### src/rtl/cwd_pkg.sv
package cwd_pkg;
    localparam int WORD_W = 32;
    localparam int SEL_W  = 4;
    localparam int PAY_W  = WORD_W - SEL_W;
    localparam int NREG   = 4;

    localparam logic [SEL_W-1:0] SEL_GRST  = 4'hD;
    localparam logic [SEL_W-1:0] SEL_SLOAD = 4'hF;

    // values 0..NREG-1 name the storage registers
    typedef enum logic [2:0] {
        K_REG0  = 3'd0,
        K_REG1  = 3'd1,
        K_REG2  = 3'd2,
        K_REG3  = 3'd3,
        K_GRST  = 3'd4,
        K_SLOAD = 3'd5,
        K_NONE  = 3'd6
    } kind_t;

    typedef enum logic [1:0] {
        S_WAIT  = 2'd0,
        S_REPLY = 2'd1,
        S_RUN   = 2'd2,
        S_RST   = 2'd3
    } st_t;

    typedef logic [NREG-1:0][PAY_W-1:0] cfg_arr_t;
endpackage

### src/rtl/cwd_decode.sv
module cwd_decode
    import cwd_pkg::*;
(
    input  logic [SEL_W-1:0] sel,
    output kind_t            kind
);
    always_comb begin
        kind = K_NONE;
        if (sel == SEL_GRST) begin
            kind = K_GRST;
        end else if (sel == SEL_SLOAD) begin
            kind = K_SLOAD;
        end else if (int'(sel) < NREG) begin
            kind = kind_t'(sel[2:0]);
        end
    end
endmodule

### src/rtl/cwd_fsm.sv
module cwd_fsm
    import cwd_pkg::*;
#(
    parameter int RST_CYCLES = 4
) (
    input  logic  clk,
    input  logic  rst_n,
    input  logic  in_valid,
    input  kind_t kind,
    input  logic  reply_ready,
    output logic  in_ready,
    output logic  reply_valid,
    output logic  wr_en,
    output logic  clr,
    output logic  sys_rst,
    output logic  synth_load
);
    localparam int CW = $clog2(RST_CYCLES + 1);

    typedef struct packed {
        st_t           st;
        logic [CW-1:0] cnt;
        logic          reply_v;
        logic          rst_p;
        logic          load_p;
    } fsm_t;

    fsm_t q, d;
    logic acc;

    assign in_ready = (q.st == S_WAIT) || (q.st == S_RUN);
    assign acc      = in_valid && in_ready;

    always_comb begin
        d        = q;
        d.load_p = 1'b0;
        case (q.st)
            S_WAIT: begin
                if (acc) begin
                    d.st      = S_REPLY;
                    d.reply_v = 1'b1;
                end
            end
            S_REPLY: begin
                if (reply_ready) begin
                    d.st      = S_RUN;
                    d.reply_v = 1'b0;
                end
            end
            S_RUN: begin
                if (acc) begin
                    if (kind == K_GRST) begin
                        d.st    = S_RST;
                        d.cnt   = CW'(RST_CYCLES - 1);
                        d.rst_p = 1'b1;
                    end else if (kind == K_SLOAD) begin
                        d.load_p = 1'b1;
                    end
                end
            end
            S_RST: begin
                if (q.cnt == '0) begin
                    d.st    = S_WAIT;
                    d.rst_p = 1'b0;
                end else begin
                    d.cnt = q.cnt - 1'b1;
                end
            end
            default: d.st = S_WAIT;
        endcase
    end

    always_ff @(posedge clk or negedge rst_n) begin
        if (!rst_n) begin
            q <= '{st: S_WAIT, cnt: '0, reply_v: 1'b0, rst_p: 1'b0, load_p: 1'b0};
        end else begin
            q <= d;
        end
    end

    assign wr_en       = acc && (q.st == S_RUN);
    assign clr         = wr_en && (kind == K_GRST);
    assign reply_valid = q.reply_v;
    assign sys_rst     = q.rst_p;
    assign synth_load  = q.load_p;
endmodule

### src/rtl/cwd_regs.sv
module cwd_regs
    import cwd_pkg::*;
#(
    parameter cfg_arr_t DEFAULTS = '0
) (
    input  logic             clk,
    input  logic             rst_n,
    input  logic             wr_en,
    input  logic             clr,
    input  kind_t            kind,
    input  logic [PAY_W-1:0] payload,
    output cfg_arr_t         cfg
);
    typedef struct packed {
        cfg_arr_t cfg;
    } regs_t;

    regs_t q, d;

    always_comb begin
        d = q;
        if (clr) begin
            d.cfg = DEFAULTS;
        end else begin
            for (int i = 0; i < NREG; i++) begin
                if (wr_en && (int'(kind) == i)) begin
                    d.cfg[i] = payload;
                end
            end
        end
    end

    always_ff @(posedge clk or negedge rst_n) begin
        if (!rst_n) begin
            q <= '{cfg: DEFAULTS};
        end else begin
            q <= d;
        end
    end

    assign cfg = q.cfg;
endmodule

### src/rtl/cwd_top.sv
module cwd_top
    import cwd_pkg::*;
#(
    parameter logic [3:0]       VER_MAJOR  = 4'h1,
    parameter logic [3:0]       VER_MINOR  = 4'h3,
    parameter int               RST_CYCLES = 4,
    parameter logic [PAY_W-1:0] DEF_CLK    = 28'h000_0A5C,
    parameter logic [PAY_W-1:0] DEF_ROUTE  = 28'h000_0000,
    parameter logic [PAY_W-1:0] DEF_CD     = 28'h000_0001,
    parameter logic [PAY_W-1:0] DEF_AB     = 28'h000_0001
) (
    input  logic              clk,
    input  logic              rst_n,
    input  logic              in_valid,
    input  logic [WORD_W-1:0] in_word,
    output logic              in_ready,
    output logic              reply_valid,
    input  logic              reply_ready,
    output logic [WORD_W-1:0] reply_word,
    output logic [PAY_W-1:0]  clk_cfg,
    output logic [PAY_W-1:0]  route_cfg,
    output logic [PAY_W-1:0]  cd_cfg,
    output logic [PAY_W-1:0]  ab_cfg,
    output logic              trig_ab_en,
    output logic              trig_ab_hi,
    output logic              trig_cd_en,
    output logic              trig_cd_hi,
    output logic              sys_rst,
    output logic              synth_load
);
    localparam cfg_arr_t DEFAULTS = {DEF_AB, DEF_CD, DEF_ROUTE, DEF_CLK};
    localparam logic [WORD_W-1:0] ID_WORD = {24'hFF364F, VER_MAJOR, VER_MINOR};

    kind_t    kind;
    logic     wr_en;
    logic     clr;
    cfg_arr_t cfg;

    cwd_decode u_dec (
        .sel  (in_word[WORD_W-1 -: SEL_W]),
        .kind (kind)
    );

    cwd_fsm #(.RST_CYCLES(RST_CYCLES)) u_fsm (
        .clk         (clk),
        .rst_n       (rst_n),
        .in_valid    (in_valid),
        .kind        (kind),
        .reply_ready (reply_ready),
        .in_ready    (in_ready),
        .reply_valid (reply_valid),
        .wr_en       (wr_en),
        .clr         (clr),
        .sys_rst     (sys_rst),
        .synth_load  (synth_load)
    );

    cwd_regs #(.DEFAULTS(DEFAULTS)) u_regs (
        .clk     (clk),
        .rst_n   (rst_n),
        .wr_en   (wr_en),
        .clr     (clr),
        .kind    (kind),
        .payload (in_word[PAY_W-1:0]),
        .cfg     (cfg)
    );

    assign reply_word = ID_WORD;
    assign clk_cfg    = cfg[0];
    assign route_cfg  = cfg[1];
    assign cd_cfg     = cfg[2];
    assign ab_cfg     = cfg[3];
    assign trig_ab_en = route_cfg[0];
    assign trig_ab_hi = route_cfg[1];
    assign trig_cd_en = route_cfg[4];
    assign trig_cd_hi = route_cfg[5];
endmodule

### config.mk
export PLATFORM = sky130hd
export DESIGN_NAME = cwd_top
export DESIGN_NICKNAME = d
export VERILOG_FILES = /design/src/rtl/cwd_pkg.sv /design/src/rtl/cwd_decode.sv /design/src/rtl/cwd_fsm.sv /design/src/rtl/cwd_regs.sv /design/src/rtl/cwd_top.sv
export SDC_FILE = /design/constraint.sdc
export NUM_CORES = 1
export LEC_CHECK = 0
export ABC_CLOCK_PERIOD_IN_PS = 2600
export BUFFER_PORTS_ARGS = -buffer_cell sky130_fd_sc_hd__buf_2
export CORE_UTILIZATION = 50
export CTS_CLUSTER_DIAMETER = 200
export DETAILED_ROUTE_END_ITERATION = 12
export PLACE_DENSITY_LB_ADDON = 0.15
export SYNTH_ARGS = -nofsm -noshare
export SYNTH_HDL_FRONTEND = slang
export SYNTH_SLANG_ARGS = --single-unit
### constraint.sdc
create_clock -name clk -period 2.6 [get_ports clk]
set_clock_uncertainty 0.05 [all_clocks]
set_input_delay 0.52 -clock clk [delete_from_list [all_inputs] [get_ports clk]]
set_output_delay 0.52 -clock clk [all_outputs]
set_load 0.005 [all_outputs]
==> reports/results.txt <==
The run gives 0.523 as the initial core utilization. Synthesis inferred 120 register bits. Number of cells on the worst reg-to-reg path: 7. The endpoint identified for the worst register-to-register timing path is u_regs.cfg[50]. Yosys printed 0 warnings. Gates resized during post-CTS repair numbered 0. The highest achievable clock rate was 414 MHz; the share of the core filled with cells was 0.656. The number of different library cells in the post-synthesis netlist came out at 37.

The share of synthesized flip-flops with an asynchronous set or reset was 1.00; the cell area power density was 1180 mW/mm². The run gives 0.22 ns as the setup slack of the worst register-to-register path. TritonCTS built the clock tree. The logs give 188 for the number of top-level pins and 248 for the DRC marker count from the first detailed-route iteration. In this run, synthesis inferred 0 flip-flops with an integrated enable. The clock passes through at most 2 buffers. The tools report the number of nets with antenna violations after detailed routing as 0. Type of the worst setup path: reg2out. The sum of negative setup slack was 0 ns; the least setup slack across all paths after layout was 0.185 ns.

The clock-pin slew reported for the worst setup and hold paths after clock tree synthesis works out to 0.06 ns. STA puts the critical path data arrival time at 1.84 ns. For this design, the slowest cell found on the critical path is sky130_fd_sc_hd__dfrtp_1. The fraction of the yosys area taken by sequential cells came out at 0.579.

In the layout the commonest cells are 187 x sky130_fd_sc_hd__nand2_1, 154 x sky130_fd_sc_hd__buf_2, 112 x sky130_fd_sc_hd__dfrtp_1, 59 x sky130_fd_sc_hd__a21oi_1, 51 x sky130_fd_sc_hd__o21ai_0. Entering global routing, the biggest net connects 63 pins. In this run the static leakage power is 3.46 nW. The run gives 0 as the total count of hold-check failures in the final report. The synthesized area per cell is 9.41 µm². The initial antenna violation count was 0; the number of setup violations in the final report was 0. The tools report the total DRC errors in the routed layout as 0.

At the worst endpoint, the required time is 2.03 ns. The footprint of the flip-flops and latches came out at 0.00301 mm². Before antenna repair, the detailed router went through 4 iterations.

The end of the critical path was in_ready. The power consumption came out at 7.71 mW. Number of standard cells after synthesis: 553.

Once placement completed, the tool counted placed cells totaling 814. The tools report the wire length of the first global-routing pass as 21700 µm. Cell chosen for the clock root: sky130_fd_sc_hd__clkbuf_8.

Clock tree synthesis inserted a total of 17 buffers. The logs give 4232 for the number of global-route vias before repair and 4313 for the via count of the routed design. The most common library cell in the layout ignoring fill and taps is sky130_fd_sc_hd__nand2_1. The total count of max-transition violations in the final report is 0.

Dividing the detail-routed via count by the number of cells gives 5.09. The run gives 0.289 ns as the minimum setup slack after placement. Summing all placed instances gives a cell area of 0.00592 mm².

At the end of the flow, the number of nets in the layout was 744. The HPWL after detailed placement is 8660 µm. Clock tree synthesis found a total of 120 sinks. The logs give 0.00995 mm² for the total core area and 0.766 for the final weighted congestion in routability-driven placement.

The final critical-path share of the clock period is 0.929. For the area of the multi-input gates, the log shows 0.00184 mm². The overall die width was 104 µm; the total of buffers placed on input and output ports was 155. Across the VDD grid, the largest voltage drop is 0.547 mV. After detailed routing, the total wire length is 13200 µm. The worst setup path is launched from a flop.

The max-slew headroom at the worst pin is 0.425. The logs give 0.00521 mm² for the area of the mapped netlist and 0 for the number of max-capacitance violations reported. The die extent in y was 104 µm. Summed over all layers, the global routing overflow is 0. Summing all non-filler instances in the final layout gives an area of 0.00653 mm². For the worst-skew pair, the clock arrives at the later sink with an insertion delay of 0.51 ns.

The launching instance or port of the critical path is u_fsm.q[6]. The share of final-layout standard cells stronger than drive strength 1 was 0.305. The global routing usage summed across all routing layers is 0.257. The highest net fanout along the worst path is 10, and the final-layout fill cell count is 839. The run gives 0.0108 mm² as the floorplan die area. The critical path goes through inv_1 -> ha_1 -> buf_4 -> or2_2 -> buf_2. Critical register-to-register path startpoint: u_fsm.q[6]. Among all flip-flop cells after synthesis, the most frequent one is sky130_fd_sc_hd__dfrtp_1.

The area growth from synthesis to layout is 25.4%. The final hold slack was 0.201 ns. The floorplan row count was 36. STA classifies the critical path endpoint as an output pin. At the pin with the least slew margin, the transition time is 0.863 ns. In the final routed layout, each cell accounts on average for 15.5 µm. Setup repair after global routing left no endpoint under its margin. The number of antenna diodes was 0; the level count of the clock H-tree was 4. The run finished with clean final reports.

The tightest min-delay check is of the in2reg type. The finished layout holds 847 standard cells, fillers aside. The minimum period implied by the final worst setup slack works out to 2.41 ns. Maximum cell stage delay along the critical path: 0.40 ns.
[timing repair]
action                     CTS  global route
buffers inserted             0             0
setup endpoints to repair    0             0
hold endpoints to repair    27             0
hold buffers                 1             0
[Yosys cell counts (3+ instances only)]
cell type / instances / share of area
sky130_fd_sc_hd__clkbuf_1: 10 / 0.0072
sky130_fd_sc_hd__nor2_1: 7 / 0.0050
sky130_fd_sc_hd__buf_2: 18 / 0.017
sky130_fd_sc_hd__buf_4: 36 / 0.052
sky130_fd_sc_hd__o21ai_1: 5 / 0.0048
sky130_fd_sc_hd__inv_1: 7 / 0.0050
sky130_fd_sc_hd__o21ai_0: 51 / 0.049
sky130_fd_sc_hd__a22o_1: 7 / 0.012
sky130_fd_sc_hd__dfrtp_1: 112 / 0.54
sky130_fd_sc_hd__dfstp_2: 8 / 0.040
sky130_fd_sc_hd__ha_1: 7 / 0.017
sky130_fd_sc_hd__a21oi_1: 59 / 0.057
sky130_fd_sc_hd__nand2_1: 187 / 0.13
sky130_fd_sc_hd__or2_2: 3 / 0.0036
sky130_fd_sc_hd__buf_6: 4 / 0.0087
sky130_fd_sc_hd__nand3_1: 6 / 0.0058
[power breakdown]
part           leakage [nW]  switching [mW]  internal, mW
sequential             1.56           0.470          2.73
clock                 0.301           0.788          1.55
combinational          1.60            1.11          1.07
total                  3.46            2.36          5.35
[critical path, delay by kind of cell (launching register included)]
family        cells  cell delay [ns]
buf+inv           3             0.41
flops             1             0.40
simple gates      1             0.29
fa+ha+maj         1             0.24
[state kept, by name, summed over array words and instances (netlist names)]
name	count
u_fsm.reply_valid	1
u_fsm.q	5
u_regs.cfg	112
u_fsm.synth_load	1
u_fsm.sys_rst	1
[metal layers]
layer	up-vias	track usage	part of all wire
li1	2046	-	-
met1	2044	0.341	0.43
met2	201	0.403	0.48
met3	22	0.0695	0.073
met4	0	0.100	0.018
met5	-	0	0
[cell type report]
type / count / share of cell area
clock buffers: 23 / 0.0730
clock inverters: 9 / 0.0184
inverters: 7 / 0.00402
multi-input cells: 388 / 0.282
flip-flops and latches: 120 / 0.461
well taps: 133 / 0.0255
repair buffers: 167 / 0.135
[cell families after synthesis]
| kind of cell | synth area share |
|---|---|
| mux | 0.00216 |
| fa+ha+maj | 0.0168 |
| flops | 0.579 |
| buf+inv | 0.0901 |
| xor+xnor | 0.00168 |
| simple gates | 0.174 |
| compound gates | 0.135 |
| other cells | 0.00144 |
[how the worst min path moves through the flow]
stage,startpoint,end,cells past startpoint,slack (ns)
after global routing,in_word[15],u_regs.cfg[71],3,0.20
final,in_word[0],u_regs.cfg[84],3,0.20
after floorplan,rst_n,u_fsm.q[3],0,0.17
after global placement,rst_n,u_regs.cfg[78],1,0.41
after detailed placement,rst_n,u_regs.cfg[79],1,0.41
after CTS,in_word[0],u_regs.cfg[84],3,0.17
Power figures use the tool's default switching activity.
